[config.mk]
export PLATFORM = sky130hd
export DESIGN_NAME = ring_ptr_mgr
export DESIGN_NICKNAME = d
export VERILOG_FILES = /design/src/rtl/ring_pkg.sv /design/src/rtl/ring_cfg.sv /design/src/rtl/ring_track.sv /design/src/rtl/ring_ptr_mgr.sv
export SDC_FILE = /design/constraint.sdc
export NUM_CORES = 1
export LEC_CHECK = 0
export ABC_CLOCK_PERIOD_IN_PS = 11200
export BUFFER_PORTS_ARGS = -buffer_cell sky130_fd_sc_hd__clkbuf_2
export CORE_ASPECT_RATIO = 1.5
export CORE_MARGIN = 1
export CORE_UTILIZATION = 55
export CTS_CLUSTER_DIAMETER = 80
export CTS_CLUSTER_SIZE = 40
export DETAILED_ROUTE_END_ITERATION = 7
export GPL_TIMING_DRIVEN = 0
export PLACE_DENSITY_LB_ADDON = 0.08
export SYNTH_ARGS = -nofsm -noshare
export SYNTH_HDL_FRONTEND = slang
export SYNTH_HIERARCHICAL = 1
export SYNTH_SLANG_ARGS = --single-unit
[constraint.sdc]
create_clock -name clk -period 11.2 [get_ports clk]
set_clock_uncertainty 0.15 [all_clocks]
set_input_delay 1.68 -clock clk [delete_from_list [all_inputs] [get_ports clk]]
set_output_delay 1.68 -clock clk [all_outputs]
set_load 0.02 [all_outputs]
[src/rtl/ring_pkg.sv]
package ring_pkg;
    localparam logic [11:0] OFS_SIZE = 12'h008;
    localparam logic [11:0] OFS_STAT = 12'h00C;
    localparam logic [11:0] OFS_WSEL = 12'h100;
    localparam logic [11:0] OFS_HALT = 12'h800;
    localparam logic [11:0] OFS_REL  = 12'h804;
    localparam logic [11:0] OFS_ADD  = 12'h808;

    localparam logic [2:0] WSEL_WIDE   = 3'd7;
    localparam logic [2:0] WSEL_NARROW = 3'd1;

    localparam int STAT_CNT_LSB = 0;
    localparam int STAT_CNT_W   = 15;
    localparam int STAT_IDX_LSB = 16;
    localparam int STAT_IDX_W   = 13;
endpackage

[src/rtl/ring_cfg.sv]
module ring_cfg
    import ring_pkg::*;
#(
    parameter int SMALL_LOG = 14,
    parameter int LARGE_LOG = 12,
    localparam int SZ_W     = SMALL_LOG + 1,
    localparam int CNT_W    = SMALL_LOG + 1
) (
    input  logic             clk,
    input  logic             rst_n,
    input  logic             wr_en,
    input  logic [11:0]      addr,
    input  logic [31:0]      wdata,
    output logic [SZ_W-1:0]  size,
    output logic [2:0]       wsel,
    output logic             run,
    output logic             size_wr,
    output logic             add_wr,
    output logic             rel_wr,
    output logic [CNT_W-1:0] cnt
);
    localparam logic [SZ_W-1:0] LIM_WIDE   = SZ_W'(1 << LARGE_LOG);
    localparam logic [SZ_W-1:0] LIM_NARROW = SZ_W'(1 << SMALL_LOG);

    typedef struct packed {
        logic [SZ_W-1:0] size;
        logic [2:0]      wsel;
        logic            halt;
    } cfg_t;

    cfg_t            st_q, st_d;
    logic [SZ_W-1:0] lim;

    always_comb begin
        st_d = st_q;
        lim  = (st_q.wsel == WSEL_WIDE) ? LIM_WIDE : LIM_NARROW;
        if (wr_en) begin
            case (addr)
                OFS_SIZE: begin
                    if (wdata == 32'd0)
                        st_d.size = SZ_W'(1);
                    else if (wdata > 32'(lim))
                        st_d.size = lim;
                    else
                        st_d.size = SZ_W'(wdata);
                end
                OFS_WSEL: st_d.wsel = wdata[2:0];
                OFS_HALT: st_d.halt = wdata[0];
                default:  ;
            endcase
        end
    end

    always_ff @(posedge clk) begin
        if (!rst_n) begin
            st_q.size <= LIM_WIDE;
            st_q.wsel <= WSEL_WIDE;
            st_q.halt <= 1'b1;
        end else begin
            st_q <= st_d;
        end
    end

    assign size    = st_q.size;
    assign wsel    = st_q.wsel;
    assign run     = !st_q.halt;
    assign size_wr = wr_en && (addr == OFS_SIZE);
    assign add_wr  = wr_en && (addr == OFS_ADD);
    assign rel_wr  = wr_en && (addr == OFS_REL);
    assign cnt     = wdata[CNT_W-1:0];
endmodule

[src/rtl/ring_track.sv]
module ring_track #(
    parameter int SMALL_LOG = 14,
    localparam int IDX_W    = SMALL_LOG,
    localparam int SZ_W     = SMALL_LOG + 1,
    localparam int CNT_W    = SMALL_LOG + 1,
    localparam int SUM_W    = SZ_W + 1
) (
    input  logic             clk,
    input  logic             rst_n,
    input  logic             clear,
    input  logic [SZ_W-1:0]  size,
    input  logic             run,
    input  logic             add_wr,
    input  logic             rel_wr,
    input  logic [CNT_W-1:0] cnt,
    input  logic             fetch_ack,
    input  logic             done_pulse,
    output logic             fetch_req,
    output logic [IDX_W-1:0] fetch_idx,
    output logic [IDX_W-1:0] done_idx,
    output logic [CNT_W-1:0] pending,
    output logic [CNT_W-1:0] outstanding
);
    typedef struct packed {
        logic [CNT_W-1:0] queued;
        logic [CNT_W-1:0] inflight;
        logic [CNT_W-1:0] pending;
        logic [IDX_W-1:0] fptr;
        logic [IDX_W-1:0] dptr;
    } trk_t;

    trk_t             st_q, st_d;
    logic             fire, take;
    logic [CNT_W-1:0] add_amt, rel_amt;
    logic [SZ_W-1:0]  fnext;
    logic [SUM_W-1:0] dsum;

    always_comb begin
        st_d    = st_q;
        fire    = run && (st_q.queued != '0) && fetch_ack;
        take    = done_pulse && (st_q.inflight != '0);
        add_amt = add_wr ? cnt : '0;
        rel_amt = '0;
        if (rel_wr)
            rel_amt = (cnt > st_q.pending) ? st_q.pending : cnt;

        st_d.queued   = st_q.queued + add_amt - CNT_W'(fire);
        st_d.inflight = st_q.inflight + CNT_W'(fire) - CNT_W'(take);
        st_d.pending  = st_q.pending + CNT_W'(take) - rel_amt;

        fnext = SZ_W'(st_q.fptr) + SZ_W'(1);
        if (fire)
            st_d.fptr = (fnext == size) ? '0 : IDX_W'(fnext);

        dsum = SUM_W'(st_q.dptr) + SUM_W'(rel_amt);
        if (dsum >= SUM_W'(size))
            dsum = dsum - SUM_W'(size);
        st_d.dptr = IDX_W'(dsum);

        if (clear)
            st_d = '0;
    end

    always_ff @(posedge clk) begin
        if (!rst_n)
            st_q <= '0;
        else
            st_q <= st_d;
    end

    assign fetch_req   = run && (st_q.queued != '0);
    assign fetch_idx   = st_q.fptr;
    assign done_idx    = st_q.dptr;
    assign pending     = st_q.pending;
    assign outstanding = st_q.queued + st_q.inflight;
endmodule

[src/rtl/ring_ptr_mgr.sv]
module ring_ptr_mgr
    import ring_pkg::*;
#(
    parameter int SMALL_LOG = 14,
    parameter int LARGE_LOG = 12,
    localparam int IDX_W    = SMALL_LOG,
    localparam int SZ_W     = SMALL_LOG + 1,
    localparam int CNT_W    = SMALL_LOG + 1
) (
    input  logic             clk,
    input  logic             rst_n,
    input  logic             reg_wr_en,
    input  logic [11:0]      reg_addr,
    input  logic [31:0]      reg_wdata,
    output logic [31:0]      reg_rdata,
    output logic             fetch_req,
    output logic [IDX_W-1:0] fetch_idx,
    input  logic             fetch_ack,
    input  logic             done_pulse,
    output logic             engine_run
);
    logic [SZ_W-1:0]  cfg_size;
    logic [2:0]       cfg_wsel;
    logic             cfg_run, cfg_size_wr, cfg_add_wr, cfg_rel_wr;
    logic [CNT_W-1:0] cfg_cnt;
    logic [IDX_W-1:0] trk_done_idx;
    logic [CNT_W-1:0] trk_pending, trk_outstanding;

    ring_cfg #(.SMALL_LOG(SMALL_LOG), .LARGE_LOG(LARGE_LOG)) u_cfg (
        .clk     (clk),
        .rst_n   (rst_n),
        .wr_en   (reg_wr_en),
        .addr    (reg_addr),
        .wdata   (reg_wdata),
        .size    (cfg_size),
        .wsel    (cfg_wsel),
        .run     (cfg_run),
        .size_wr (cfg_size_wr),
        .add_wr  (cfg_add_wr),
        .rel_wr  (cfg_rel_wr),
        .cnt     (cfg_cnt)
    );

    ring_track #(.SMALL_LOG(SMALL_LOG)) u_trk (
        .clk         (clk),
        .rst_n       (rst_n),
        .clear       (cfg_size_wr),
        .size        (cfg_size),
        .run         (cfg_run),
        .add_wr      (cfg_add_wr),
        .rel_wr      (cfg_rel_wr),
        .cnt         (cfg_cnt),
        .fetch_ack   (fetch_ack),
        .done_pulse  (done_pulse),
        .fetch_req   (fetch_req),
        .fetch_idx   (fetch_idx),
        .done_idx    (trk_done_idx),
        .pending     (trk_pending),
        .outstanding (trk_outstanding)
    );

    always_comb begin
        reg_rdata = '0;
        case (reg_addr)
            OFS_SIZE: reg_rdata = 32'(cfg_size);
            OFS_STAT: begin
                reg_rdata[STAT_CNT_LSB +: STAT_CNT_W] = STAT_CNT_W'(trk_pending);
                reg_rdata[STAT_IDX_LSB +: STAT_IDX_W] = STAT_IDX_W'(trk_done_idx);
            end
            OFS_WSEL: reg_rdata = 32'(cfg_wsel);
            OFS_HALT: reg_rdata = 32'(!cfg_run);
            OFS_ADD:  reg_rdata = 32'(trk_outstanding);
            default:  reg_rdata = '0;
        endcase
    end

    assign engine_run = cfg_run;
endmodule

==> results.md <==
| Step | Quantity | This run |
|---|---|---|
| clock network | Total clock buffers created by CTS | 9 |
| global routing | Number of global-route vias before repair | 8,489 |
| global routing | Wire length of the first global-routing pass | 42,700 µm |
| pwr | Worst vdd ir | 0.138 mV |
| job | Max Cap Violations | 0 |
| hold path | Worst hold path depth | 1 |
| timing | Post-Route Setup TNS | 0 ns |
| floorplan | Number of ports placed on the die boundary | 97 |
| timing | Relative max-transition margin | 0.197 |
| finish | Share of layout cells above drive strength 1 | 0.193 |
| run status | Status | finished with violations |
| timing | Share of the clock period used by the worst path | 0.735 |
| placement | Detail Placement HPWL | 22,400 µm |
| critical path | Worst R2R Setup Slack | 4.64 ns |
| clock network | Sink Count | 92 |
| timing | Number of pins with negative max-slew slack in the final report | 0 |
| finish | Area Growth Syn to Fin | 10.4% |
| finish | Final non-filler cell total | 1,542 |
| pwr | Design Power | 2.24 mW |
| critical path | Endpoint kind of the worst setup timing path | register |
| critical path | Worst reg-to-reg path cell count | 29 |
| floorplan | Initial core utilization | 0.566 |
| detailed routing | Routed length per instance | 17.7 µm |
| clock network | TritonCTS clock tree | done |
| global routing | Overall routing resource usage | 0.297 |
| clock network | Clk pin slew, worst setup/hold paths | 0.07 ns |
| synth | Post-Synthesis Cell Area | 9910 µm² |
| critical path | Required time of the worst setup path | 11.28 ns |
| global routing | Residual overflow from global routing | 0 |
| timing | Achievable clock frequency | 121 MHz |
| run status | Violated checks | DRC |
| synth | Average size of a mapped cell | 8.13 µm² |
| floorplan | Overall die width | 112 µm |
| pwr | Power density over cell area | 204 nW/µm² |
| timing | Actual slew at the worst max-slew pin | 1.20 ns |
| critical path | Worst reg2reg startpoint | u_trk/pending[14]$_SDFF_PP0_ |
| hold path | Endpoint of the worst hold-timing path | u_cfg/size[6]$_SDFFE_PN0P_ |
| pwr | Static Leakage | 5.19 nW |
| floorplan | Core area | 17,500 µm² |
| clock network | Root Driver | sky130_fd_sc_hd__clkbuf_16 |
| clock network | CTS max path bufs | 2 |
| clock network | Buffers inserted by post-CTS timing repair | 0 |
| floorplan | Floorplan die area | 18,600 µm² |
| global routing | Largest net degree at the start of global routing | 15 |
| critical path | Critical Setup Path Class | input pin to register |
| detailed routing | Routed Antenna Nets | 0 |
| synth | Warning count from the yosys run | 6 |
| critical path | CP startpoint kind | input pin |
| critical path | Endpoint of the lowest-slack register-to-register path | u_trk/done_idx[11]$_SDFF_PP0_ |
| clock network | Gates resized, CTS repair | 0 |
| timing | Minimum period implied by the final worst setup slack | 8.23 ns |
| floorplan | Vert. Die Dim | 166 µm |
| hold path | Hold wc startpoint | u_cfg/size[6]$_SDFFE_PN0P_ |
| detailed routing | Via-to-Cell Ratio | 5.71 |
| timing | Final setup violating endpoints | 0 |
| timing | RSZ-0062 raised after global routing | false |
| clock network | Cts-stage hold buffer count | 0 |
| finish | Number of nets at the end of the flow | 1,516 |
| placement | Number of buffer cells added on primary ports | 92 |
| detailed routing | Routed vias | 8,810 |
| critical path | Maximum fanout encountered on the critical timing path | 10 |
| detailed routing | Count of unresolved DRC violations after routing | 8 |
| critical path | Slowest stage delay, CP | 0.98 ns |
| hold path | Worst Hold Class | register to register |
| detailed routing | Drt pass-1 iters | 7 |
| critical path | Slowest stage cell, crit path | sky130_fd_sc_hd__nor3b_1 |
| critical path | Critical path arrival | 8.31 ns |
| timing | Number of hold violations in the final report | 0 |
| detailed routing | Total detailed-routing wirelength | 27,200 µm |
| finish | Inserted Diodes | 0 |
| detailed routing | Violation count after the first detailed-route iteration | 499 |
| clock network | Later-pin clock latency in the skew report | 0.36 ns |
| synth | Gate count after technology mapping | 1,219 |
| global routing | Number of antenna violations at the first check in global routing | 0 |
| placement | Placed cell count | 1,527 |
| placement | GP Congestion | 0.919 |
| floorplan | Std-Cell Rows | 59 |
| clock network | H-tree depth reported by CTS | 3 |
-- flip-flops by register name (all words and copies together), names as in the netlist --
| signal | cells |
|---|---|
| u_trk/done_idx | 14 |
| u_cfg/wsel | 3 |
| u_trk/pending | 15 |
| u_trk/fetch_idx | 14 |
| u_trk/st_q | 30 |
| u_cfg/st_q | 1 |
| u_cfg/size | 15 |
-- placed cells by master (no fill, tap or decap), types with 10 or more instances in the layout --
cell type and count:
sky130_fd_sc_hd__clkbuf_1 10, sky130_fd_sc_hd__nor3_1 30, sky130_fd_sc_hd__dfxtp_1 92, sky130_fd_sc_hd__nand3_1 29, sky130_fd_sc_hd__xnor2_1 62, sky130_fd_sc_hd__inv_1 129, sky130_fd_sc_hd__o21ai_0 33, sky130_fd_sc_hd__a21oi_1 65
sky130_fd_sc_hd__or3_1 13, sky130_fd_sc_hd__buf_4 82, sky130_fd_sc_hd__nor2b_1 14, sky130_fd_sc_hd__ha_1 136, sky130_fd_sc_hd__a21o_1 17, sky130_fd_sc_hd__nor4_1 10, sky130_fd_sc_hd__nor2_1 93, sky130_fd_sc_hd__clkbuf_2 92
sky130_fd_sc_hd__nand2b_1 28, sky130_fd_sc_hd__xor2_1 34, sky130_fd_sc_hd__nand4_1 11, sky130_fd_sc_hd__and2_1 24, sky130_fd_sc_hd__nand2_1 62, sky130_fd_sc_hd__a22o_2 11, sky130_fd_sc_hd__mux2i_1 42
-- layer usage --
metal / share of wire / vias to the layer above / global-route usage
li1: - / 4404 / -
met1: 0.40 / 4151 / 0.318
met2: 0.53 / 203 / 0.569
met3: 0.028 / 52 / 0.0263
met4: 0.043 / 0 / 0.153
met5: 0 / - / 0
-- power breakdown --
| part | internal (mW) | switching, mW |
|---|---|---|
| combinational | 0.675 | 0.758 |
| sequential | 0.401 | 0.0807 |
| clock | 0.178 | 0.143 |
-- worst max-delay path by stage --
stage | startpoint | to | slack [ns] | cells past startpoint
CTS | reg_addr[4] | u_trk/done_idx[10]$_SDFF_PP0_ | 3.01 | 25
global route | reg_addr[4] | u_trk/done_idx[11]$_SDFF_PP0_ | 2.52 | 23
global placement | reg_addr[4] | u_trk/done_idx[2]$_SDFF_PP0_ | 2.69 | 25
detailed placement | reg_addr[4] | u_trk/done_idx[10]$_SDFF_PP0_ | 2.62 | 25
floorplan | reg_addr[4] | u_trk/done_idx[11]$_SDFF_PP0_ | 4.18 | 24
finish | reg_addr[4] | u_trk/done_idx[11]$_SDFF_PP0_ | 2.97 | 25
-- cell type report --
type                            count  area, µm²
Multi-Input combinational cell    895       6830
Fill cell                        1641       6560
Sequential cell                    92       1840
Buffer                            106        758
Inverter                          129        484
Timing Repair Buffer               92        460
Tap cell                          213        267
Clock buffer                       11        243
Clock inverter                      4       50.0
-- worst max-delay path: cells and delay by family --
family | cells | cell delay [ns]
fa+ha+maj | 2 | 0.69
compound gates | 9 | 1.88
simple gates | 8 | 2.75
buf+inv | 5 | 1.09
mux | 1 | 0.20
-- per-stage QoR --
| step | hold WS [ns] | util | area, µm² | worst slack, ns |
|---|---|---|---|---|
| after detailed placement | 0.311 | 0.608 | 10600 | 2.62 |
| after floorplan | 0.292 | - | 9920 | 4.18 |
| after global placement | 0.302 | 0.608 | 10600 | 2.69 |
| after CTS | 0.335 | 0.625 | 10900 | 3.01 |
| final | 0.336 | 0.625 | 10900 | 2.97 |
| after global routing | 0.346 | 0.625 | 10900 | 2.52 |
(Power assumes the default switching activity.)
